## src/rtl/link_pkg.sv

```systemverilog
package link_pkg;
  typedef enum logic [1:0] {
    LNK_INIT,
    LNK_RUN,
    LNK_STOP,
    LNK_TEST
  } lnk_state_e;
endpackage

```

## src/rtl/link_clk.sv

```systemverilog
module link_clk
  import link_pkg::*;
(
  input  logic clk_i,
  input  logic rst_ni,
  input  logic sync_i,
  input  logic ser_rx_i,
  input  logic pdn_req_i,
  output logic bclk_o,
  output logic fall_o,
  output logic rise_o,
  output logic ready_o,
  output logic stopped_o,
  output logic oe_o
);
  lnk_state_e st_q;
  logic       ph_q;
  logic       wake_q;

  always_ff @(posedge clk_i or negedge rst_ni) begin
    if (!rst_ni) begin
      st_q   <= LNK_INIT;
      ph_q   <= 1'b0;
      wake_q <= 1'b0;
    end else begin
      unique case (st_q)
        LNK_INIT: st_q <= (ser_rx_i && !sync_i) ? LNK_TEST : LNK_RUN;
        LNK_RUN: begin
          if (pdn_req_i) begin
            st_q <= LNK_STOP;
            ph_q <= 1'b0;
          end else begin
            ph_q <= ~ph_q;
          end
        end
        LNK_STOP: begin
          if (sync_i) wake_q <= 1'b1;
          else if (wake_q) begin
            wake_q <= 1'b0;
            st_q   <= LNK_RUN;
          end
        end
        default: ;
      endcase
    end
  end

  assign bclk_o    = ph_q;
  assign fall_o    = (st_q == LNK_RUN) && ph_q;
  assign rise_o    = (st_q == LNK_RUN) && !ph_q && !pdn_req_i;
  assign ready_o   = (st_q == LNK_RUN) || (st_q == LNK_STOP);
  assign stopped_o = (st_q == LNK_STOP);
  assign oe_o      = (st_q != LNK_TEST);

  AST_TEST_CLK_LOW: assert property (@(posedge clk_i) disable iff (!rst_ni)
    !oe_o |-> !bclk_o);
  AST_STOP_CLK_LOW: assert property (@(posedge clk_i) disable iff (!rst_ni)
    stopped_o |-> !bclk_o);
  AST_WAKE_ON_FALL: assert property (@(posedge clk_i) disable iff (!rst_ni)
    $fell(stopped_o) |-> !$past(sync_i));
endmodule

```

## src/rtl/link_rx.sv

```systemverilog
module link_rx #(
  parameter int TAG_BITS  = 16,
  parameter int SLOT_BITS = 20,
  parameter int NUM_SLOTS = 12,
  parameter int ADDR_W    = 7,
  parameter int DATA_W    = 16,
  parameter int PDN_ADDR  = 'h26,
  parameter int PDN_BIT   = 12
) (
  input  logic              clk_i,
  input  logic              rst_ni,
  input  logic              fall_i,
  input  logic              stopped_i,
  input  logic              sync_i,
  input  logic              ser_rx_i,
  output logic              sof_o,
  output logic              wr_valid_o,
  output logic [ADDR_W-1:0] wr_addr_o,
  output logic [DATA_W-1:0] wr_data_o,
  output logic              pdn_req_o
);
  localparam int FRAME_BITS = TAG_BITS + NUM_SLOTS * SLOT_BITS;
  localparam int CNT_W      = $clog2(FRAME_BITS);
  localparam int S1_END     = TAG_BITS + SLOT_BITS - 1;
  localparam int S2_END     = TAG_BITS + 2 * SLOT_BITS - 1;

  logic [CNT_W-1:0]     idx_q, cur;
  logic [SLOT_BITS-2:0] shift_q;
  logic                 sync_q, lock_q, v1_q, v2_q, rw_q;
  logic [ADDR_W-1:0]    addr_q;
  logic [DATA_W-1:0]    data_n;

  assign sof_o  = fall_i && sync_i && !sync_q;
  assign cur    = sof_o ? '0 : idx_q;
  assign data_n = shift_q[SLOT_BITS-2 -: DATA_W];

  always_ff @(posedge clk_i or negedge rst_ni) begin
    if (!rst_ni) begin
      idx_q      <= '0;
      shift_q    <= '0;
      sync_q     <= 1'b0;
      lock_q     <= 1'b0;
      v1_q       <= 1'b0;
      v2_q       <= 1'b0;
      rw_q       <= 1'b1;
      addr_q     <= '0;
      wr_valid_o <= 1'b0;
      wr_addr_o  <= '0;
      wr_data_o  <= '0;
      pdn_req_o  <= 1'b0;
    end else begin
      wr_valid_o <= 1'b0;
      pdn_req_o  <= 1'b0;
      if (stopped_i) lock_q <= 1'b0;
      if (fall_i) begin
        sync_q  <= sync_i;
        shift_q <= {shift_q[SLOT_BITS-3:0], ser_rx_i};
        idx_q   <= (cur == CNT_W'(FRAME_BITS - 1)) ? '0 : cur + 1'b1;
        if (sof_o) lock_q <= 1'b1;
        if (cur == CNT_W'(1)) v1_q <= ser_rx_i;
        if (cur == CNT_W'(2)) v2_q <= ser_rx_i;
        if (cur == CNT_W'(S1_END)) begin
          rw_q   <= shift_q[SLOT_BITS-2];
          addr_q <= shift_q[SLOT_BITS-3 -: ADDR_W];
        end
        // commit at the last bit of slot 2
        if (cur == CNT_W'(S2_END) && lock_q && v1_q && v2_q && !rw_q) begin
          wr_valid_o <= 1'b1;
          wr_addr_o  <= addr_q;
          wr_data_o  <= data_n;
          pdn_req_o  <= (addr_q == ADDR_W'(PDN_ADDR)) && data_n[PDN_BIT];
        end
      end
    end
  end

  AST_WR_ONE_CYCLE: assert property (@(posedge clk_i) disable iff (!rst_ni)
    wr_valid_o |=> !wr_valid_o);
  AST_WR_AFTER_FALL: assert property (@(posedge clk_i) disable iff (!rst_ni)
    wr_valid_o |-> $past(fall_i));
endmodule

```

## src/rtl/link_tx.sv

```systemverilog
module link_tx (
  input  logic clk_i,
  input  logic rst_ni,
  input  logic fall_i,
  input  logic rise_i,
  input  logic sof_i,
  input  logic ready_i,
  input  logic stopped_i,
  output logic ser_tx_o
);
  logic pend_q;

  always_ff @(posedge clk_i or negedge rst_ni) begin
    if (!rst_ni) begin
      pend_q   <= 1'b0;
      ser_tx_o <= 1'b0;
    end else begin
      if (fall_i) pend_q <= sof_i && ready_i;
      if (stopped_i)   ser_tx_o <= 1'b0;
      else if (rise_i) ser_tx_o <= pend_q;
    end
  end

  AST_TX_AT_RISE: assert property (@(posedge clk_i) disable iff (!rst_ni)
    $changed(ser_tx_o) |-> $past(rise_i));
endmodule

```

## src/rtl/serial_link_codec.sv

```systemverilog
module serial_link_codec #(
  parameter int TAG_BITS  = 16,
  parameter int SLOT_BITS = 20,
  parameter int NUM_SLOTS = 12,
  parameter int ADDR_W    = 7,
  parameter int DATA_W    = 16,
  parameter int PDN_ADDR  = 'h26,
  parameter int PDN_BIT   = 12
) (
  input  logic              clk_i,
  input  logic              rst_ni,
  input  logic              sync_i,
  input  logic              ser_rx_i,
  output logic              bclk_o,
  output logic              ser_tx_o,
  output logic              link_oe_o,
  output logic              wr_valid_o,
  output logic [ADDR_W-1:0] wr_addr_o,
  output logic [DATA_W-1:0] wr_data_o,
  output logic              pdown_o
);
  logic fall, rise, ready, stopped, sof, pdn_req;

  link_clk u_clk (
    .clk_i, .rst_ni, .sync_i, .ser_rx_i,
    .pdn_req_i (pdn_req),
    .bclk_o,
    .fall_o    (fall),
    .rise_o    (rise),
    .ready_o   (ready),
    .stopped_o (stopped),
    .oe_o      (link_oe_o)
  );

  link_rx #(
    .TAG_BITS (TAG_BITS), .SLOT_BITS(SLOT_BITS), .NUM_SLOTS(NUM_SLOTS),
    .ADDR_W   (ADDR_W),   .DATA_W   (DATA_W),
    .PDN_ADDR (PDN_ADDR), .PDN_BIT  (PDN_BIT)
  ) u_rx (
    .clk_i, .rst_ni,
    .fall_i    (fall),
    .stopped_i (stopped),
    .sync_i, .ser_rx_i,
    .sof_o     (sof),
    .wr_valid_o, .wr_addr_o, .wr_data_o,
    .pdn_req_o (pdn_req)
  );

  link_tx u_tx (
    .clk_i, .rst_ni,
    .fall_i    (fall),
    .rise_i    (rise),
    .sof_i     (sof),
    .ready_i   (ready),
    .stopped_i (stopped),
    .ser_tx_o
  );

  assign pdown_o = stopped;

  AST_PDN_STOPS: assert property (@(posedge clk_i) disable iff (!rst_ni)
    pdn_req |=> pdown_o);
  AST_PDN_TX_LOW: assert property (@(posedge clk_i) disable iff (!rst_ni)
    pdown_o |-> !ser_tx_o);
  AST_PDN_NO_RISE: assert property (@(posedge clk_i) disable iff (!rst_ni)
    pdown_o |-> !$rose(bclk_o));
endmodule

```

## config.mk

```make
export PLATFORM = sky130hd
export DESIGN_NAME = serial_link_codec
export DESIGN_NICKNAME = d
export VERILOG_FILES = /design/src/rtl/link_pkg.sv /design/src/rtl/link_clk.sv /design/src/rtl/link_rx.sv /design/src/rtl/link_tx.sv /design/src/rtl/serial_link_codec.sv
export SDC_FILE = /design/constraint.sdc
export NUM_CORES = 1
export LEC_CHECK = 0
export ABC_AREA = 1
export BUFFER_PORTS_ARGS = -buffer_cell sky130_fd_sc_hd__buf_2
export CAP_MARGIN = 40
export CORE_ASPECT_RATIO = 1.75
export CORE_MARGIN = 2
export CORE_UTILIZATION = 35
export DETAILED_ROUTE_END_ITERATION = 10
export GPL_TIMING_DRIVEN = 0
export PLACE_DENSITY = 0.62
export SETUP_SLACK_MARGIN = 0.4
export SLEW_MARGIN = 25
export SYNTH_ARGS = -nofsm -noshare
export SYNTH_HDL_FRONTEND = slang
export SYNTH_SLANG_ARGS = --single-unit
```

## constraint.sdc

```tcl
create_clock -name clk_i -period 3 [get_ports clk_i]
set_clock_uncertainty 0.15 [all_clocks]
set_input_delay 0.3 -clock clk_i [delete_from_list [all_inputs] [get_ports clk_i]]
set_output_delay 0.3 -clock clk_i [all_outputs]
set_load 0.01 [all_outputs]
```

* Word level (Yosys, flattened, before mapping) *
Index checks and enable logic that the tools add are counted.

storage, ports and cells
  register bits after elaboration = 70
  latch bits = 0
  bits in writable memories = 0
  bits in read-only memories = 0
  input bits = 4
  output and inout bits = 28
  word-level logic and storage cells = 75
  memories = 0

cells by class
  add/sub/neg operators = 1
  $mul = 0
  divide/modulo/power cells = 0
  $lt $le $gt $ge = 0
  equal/unequal tests = 12
  shift-type cells = 0
  muxes and demuxes = 18
  bitwise operators = 1
  reductions and logical operators = 26

operator list
  cell                                                   count
  equality test 8 x 6 -> 1 bit, second input constant    2
  two-way mux 8 bit                                      2
  logical AND 1 bit                                      12
  two-way mux 1 bit                                      11
  adder 8 x 1 -> 8 bit, second input constant            1
  equality test 8 x 1 -> 1 bit, second input constant    1
  equality test 8 x 2 -> 1 bit, second input constant    1
  equality test 8 bit, second input constant             1
  two-way mux 2 bit                                      4
  AND reduction 2 bit                                    4
  equality test 7 x 6 -> 1 bit, second input constant    1
  case mux 2 bit (3 select lines)                        1
  logical NOT 1 bit                                      5
  inequality test 2 x 1 -> 1 bit, second input constant  2
  inequality test 2 bit, second input constant           2
  AND reduction 4 bit                                    1
  nonzero test 3 bit                                     1
  equality test 2 x 1 -> 1 bit, second input constant    1
  equality test 2 bit, second input constant             1
  logical NOT 2 bit                                      1
  nonzero test 2 bit                                     1
  logical OR 1 bit                                       1
  NOT 1 bit                                              1

* Longest topological paths before layout *
  depth in word-level cells = 12
  depth in mapped cells = 14
  depth with buffers taken out = 13

* By module *
From an unflattened synthesis, not the netlist that was laid out.

unflattened totals
  cell total of the unflattened synthesis = 362
  area, all modules = 3223.1 µm²

by module, submodules not included
  module    instances  cells an instance  area each (µm²)  sequential area each (µm²)
  link_rx   1          313                2837.7           1602.8
  link_clk  1          38                 299.0            100.1
  link_tx   1          11                 86.3             50.0

* Worst setup path after synthesis *
Ideal clock, no wire load.

  kind = reg2reg
  start = register u_clk.st_q[1]
  end = register u_rx.wr_data_o[10]
  library setup time = 0.117 ns
  arrival time = 2.032 ns
  data required time = 2.733 ns
  setup slack = 0.701 ns
  stages on the path, launching flop included = 15
  buffers on the path = 2
  period minus slack after synthesis = 2.299 ns
  cells stage by stage = dfrtp_1 inv_1 ha_1 nand4_4 buf_2 nand2_1 inv_1 ha_1 nand3_1 nor2_2 nand2_2 buf_6 nand2_1 o21ai_1 inv_1

on the way
  cells in the longest elaborated chain, start to end = 11

RTL lines
  element                                 line            source
  start, declared                         link_clk.sv:16  lnk_state_e st_q;
  start signal, assigned                  link_clk.sv:27  LNK_INIT: st_q <= (ser_rx_i && !sync_i) ? LNK_TEST : LNK_RUN;
  equality test 2 x 1 -> 1 bit *          link_clk.sv:49  assign fall_o = (st_q == LNK_RUN) && ph_q;
  logical AND 1 bit *                     link_clk.sv:49
  logical AND 1 bit (2 in series)         link_rx.sv:33   assign sof_o = fall_i && sync_i && !sync_q;
  two-way mux 8 bit                       link_rx.sv:34   assign cur = sof_o ? '0 : idx_q;
  equality test 8 x 6 -> 1 bit            link_rx.sv:67   if (cur == CNT_W'(S2_END) && lock_q && v1_q && v2_q && !rw_q) begin
  logical AND 1 bit (4 in series)         link_rx.sv:67
  AND reduction 2 bit (no source line) *  -
  end signal, assigned                    link_rx.sv:70   wr_data_o <= data_n;
  end, declared                           link_rx.sv:19   output logic [DATA_W-1:0] wr_data_o,

Every way passes the cells marked *; elsewhere a longest branch is shown, timed or not.
A chain may end at the register's enable or synchronous reset.

* Final worst setup path *
  start = register u_clk.st_q[0]
  end = register u_rx.wr_data_o[0]

The elaborated chain is that of the path after synthesis.

==> load_flow_metrics.sql <==
INSERT INTO impl_metrics (metric_group, metric, value, unit) VALUES
('global_route', 'grt_usage', '15.3', '%'),
('cts', 'ctsLongestPathBuffers', '2', ''),
('min_path', 'timing.hold.worst.start', 'ser_rx_i', ''),
('global_route', 'first_pass_grt_wire_length', '11.0', 'mm'),
('floorplan', 'placeableCoreArea', '0.00867', 'sq mm'),
('critical_path', 'cp.arrival', '2.44', 'ns'),
('yosys', 'synth_area', '0.00311', 'sq mm'),
('critical_path', 'crit_path_max_fanout', '10', ''),
('routing', 'drt_wl_total', '6.47', 'mm'),
('outcome', 'status', 'complete, no violations', ''),
('critical_path', 'critical_path_capture_point_type', 'register', ''),
('routing', 'route.vias.total', '2363', ''),
('routing', 'final_antenna_net_count', '0', ''),
('timing', 'fin_crit_sh', '78.9', '%'),
('routing', 'drt-vias-per-instance', '4.48', ''),
('timing', 'fmax', '0.423', 'GHz'),
('layout', 'area_growth_syn_to_layout', '21.1', '%'),
('cts', 'cts_tree', 'yes', ''),
('floorplan', 'row_count', '45', ''),
('layout', 'drive_gt1_share', '16.8', '%'),
('critical_path', 'crit_path_start_kind', 'register', ''),
('timing', 'timing.setup.tns', '0', 'ns'),
('yosys', 'synth.yosys.warnings', '0', ''),
('layout', 'n_antenna_cell', '0', ''),
('place', 'dp_slack', '0.281', 'ns'),
('timing', 'finalHoldViolCount', '0', ''),
('layout', 'most_frequent_standard_cell_in_the_layout_excluding_fill_and_tap_cells', 'nand2_1', ''),
('routing', 'detail_route.first_pass.iterations', '4', ''),
('timing', 'timing.final.max_slew_violations', '0', ''),
('yosys', 'yosysSeqAreaShare', '56.4', '%'),
('place', 'gp_congestion', '0.875', ''),
('cts', 'clock_tree.htree_level_count', '3', ''),
('cts', 'numCtsBuffers', '9', ''),
('min_path', 'min_delay_path_depth', '3', ''),
('routing', 'drtIter0Drc', '141', ''),
('place', 'dpl-instance-area', '0.00343', 'sq mm'),
('min_path', 'hp-class', 'in2reg', ''),
('critical_path', 'reg2reg_slack', '0.63', 'ns'),
('global_route', 'number_of_antenna_violations_at_the_first_check_in_global_routing', '0', ''),
('min_path', 'min_delay_worst_endpoint', 'u_rx.v1_q', ''),
('timing', 'timing_worst_slew_pin_value', '0.526', 'ns'),
('layout', 'finish.net_count', '417', ''),
('yosys', 'synth.ff_latch_count', '70', ''),
('timing', 'slew_headroom', '64.9', '%'),
('floorplan', 'horizontal_extent_of_the_die', '75.2', 'um'),
('yosys', 'post_synth.cell_area_avg', '8.61', 'sq um'),
('cts', 'clock_latency', '0.33', 'ns'),
('yosys', 'post-synth-top-area-cell', 'dfrtp_1', ''),
('layout', 'post-route-cell-area', '0.00376', 'sq mm'),
('yosys', 'post_synth_inst_count', '361', ''),
('routing', 'total_drc_errors_in_the_routed_layout', '0', ''),
('timing', 'fin_ws', '0.634', 'ns'),
('critical_path', 'worst_reg2reg_path_depth', '12', ''),
('floorplan', 'floorplan.die_area', '0.00968', 'sq mm'),
('power_and_ir_drop', 'cellLeakagePower', '1.95', 'nW'),
('floorplan', 'num_io_pins', '32', ''),
('yosys', 'unique_cell_type_count_in_the_yosys_netlist', '28', ''),
('critical_path', 'worst-endpoint-required', '3.07', 'ns'),
('timing', 'timing.final.setup_violations', '0', ''),
('critical_path', 'reg2reg_from', 'u_clk.st_q[0]', ''),
('place', 'io_buffer_count', '31', ''),
('global_route', 'total_global_routing_overflow', '0', ''),
('timing', 'rsz0062_at_grt', 'no', ''),
('power_and_ir_drop', 'irDropWorstVdd', '0.343', 'mV'),
('layout', 'layout.cells.most_common_list', '124 x nand2_1, 69 x dfrtp_1, 50 x inv_1', ''),
('floorplan', 'die_y', '129', 'um'),
('timing', 'timing.final.crit_period', '2.37', 'ns'),
('yosys', 'synth-main-ff-cell', 'dfrtp_1', ''),
('place', 'place.detailed.hpwl', '4.77', 'mm'),
('floorplan', 'start_util', '35.8', '%'),
('critical_path', 'worst-setup-path-type', 'reg2reg', '');
## sequential cells by signal, indices dropped and copies added (netlist names)
name,cells
u_clk.bclk_o,1
u_rx.shift_q,19
u_rx.idx_q,8
u_rx.rw_q,1
u_rx.pdn_req_o,1
u_rx.wr_valid_o,1
u_rx.wr_addr_o,7
u_tx.ser_tx_o,1
u_clk.st_q,2
u_rx.v1_q,1
u_clk.wake_q,1
u_rx.wr_data_o,16
u_rx.addr_q,7
u_rx.lock_q,1
u_rx.sync_q,1
u_rx.v2_q,1
u_tx.pend_q,1
## worst max path at each step
stage	from	end	slack, ns	cells past startpoint
after floorplan	u_clk.st_q[1]	u_rx.wr_data_o[10]	0.70	14
after global placement	u_clk.st_q[0]	u_rx.wr_data_o[12]	0.31	12
after detailed placement	u_clk.st_q[0]	u_rx.wr_data_o[14]	0.28	12
after CTS	u_clk.st_q[1]	u_rx.wr_data_o[0]	0.44	14
after global routing	u_clk.st_q[1]	u_rx.wr_data_o[14]	0.41	13
final	u_clk.st_q[0]	u_rx.wr_data_o[0]	0.63	12
## routing by layer
layer | vias up | global-route usage [%] | wire length [um]
met5 | - | 0 | 0
met1 | 1106 | 17.3 | 2600
met4 | 0 | 8.15 | 144
met3 | 10 | 3.76 | 173
li1 | 1207 | - | -
met2 | 40 | 25.7 | 3550
## layout make-up
type                            instances  area [sq um]
Buffer                                 11          82.6
Clock buffer                           15           268
Clock inverter                          1          30.0
Fill cell                             895          4910
Inverter                               53           199
Multi-Input combinational cell        227          1090
Sequential cell                        70          1750
Tap cell                              117           146
Timing Repair Buffer                   34           195
## worst max-delay path, cell delays in order, from the launching register on
cell,delay (ns)
dfrtp_1,0.42
ha_2,0.25
nand4_4,0.08
buf_6,0.14
nand2_1,0.10
inv_1,0.11
ha_2,0.21
nand3_1,0.15
nor2_2,0.18
nand2_4,0.11
buf_6,0.16
o21ai_1,0.13
inv_1,0.05
## kinds of logic (layout without fill, tap and decap cells)
group,after synthesis,after routing,synth area share (%)
adder cells (fa/ha/maj),7,7,2.82
AND/OR/NAND/NOR,166,166,22.4
flip-flops,70,70,56.4
buffers and inverters,64,114,8.86
AO/OA/AOI/OAI,51,51,8.66
XOR/XNOR,3,3,0.846
## per-stage QoR
step / total power [mW] / cells / hold WS, ns
after floorplan: 1.81 / 361 / -0.146
after global placement: 2.02 / 509 / 0.301
after detailed placement: 2.04 / 510 / 0.0986
after CTS: 3.13 / 527 / 0.0994
after global routing: 3.31 / 528 / 0.119
final: 3.09 / 528 / 0.108
## report_power, final
group | internal [mW] | switching [mW]
logic | 0.268 | 0.490
registers | 1.13 | 0.145
clock network | 0.690 | 0.372
## synth_stat cells (2+ instances only)
cell        n
buf_6       4
clkbuf_1    5
dfrtp_1    69
ha_1        7
inv_1      50
inv_2       3
nand2_1   124
nand2_2     3
nand3_1     9
nand4_1     4
nor2_1     17
nor2_2      3
nor3_2      2
o21ai_0    22
o21ai_1    22
o21bai_1    2
o22ai_1     2
or2_2       2
xor2_1      2
## repair_timing
item / 4_1_cts / 5_1_grt
pin swaps: 0 / 1
hold buffers: 1 / 0
gates cloned: 0 / 0
hold endpoints to repair: 28 / 0
setup buffers: 0 / 1
setup endpoints to repair: 25 / 36
resized for setup: 3 / 2
No activity file was read; power rests on OpenSTA's default activity.
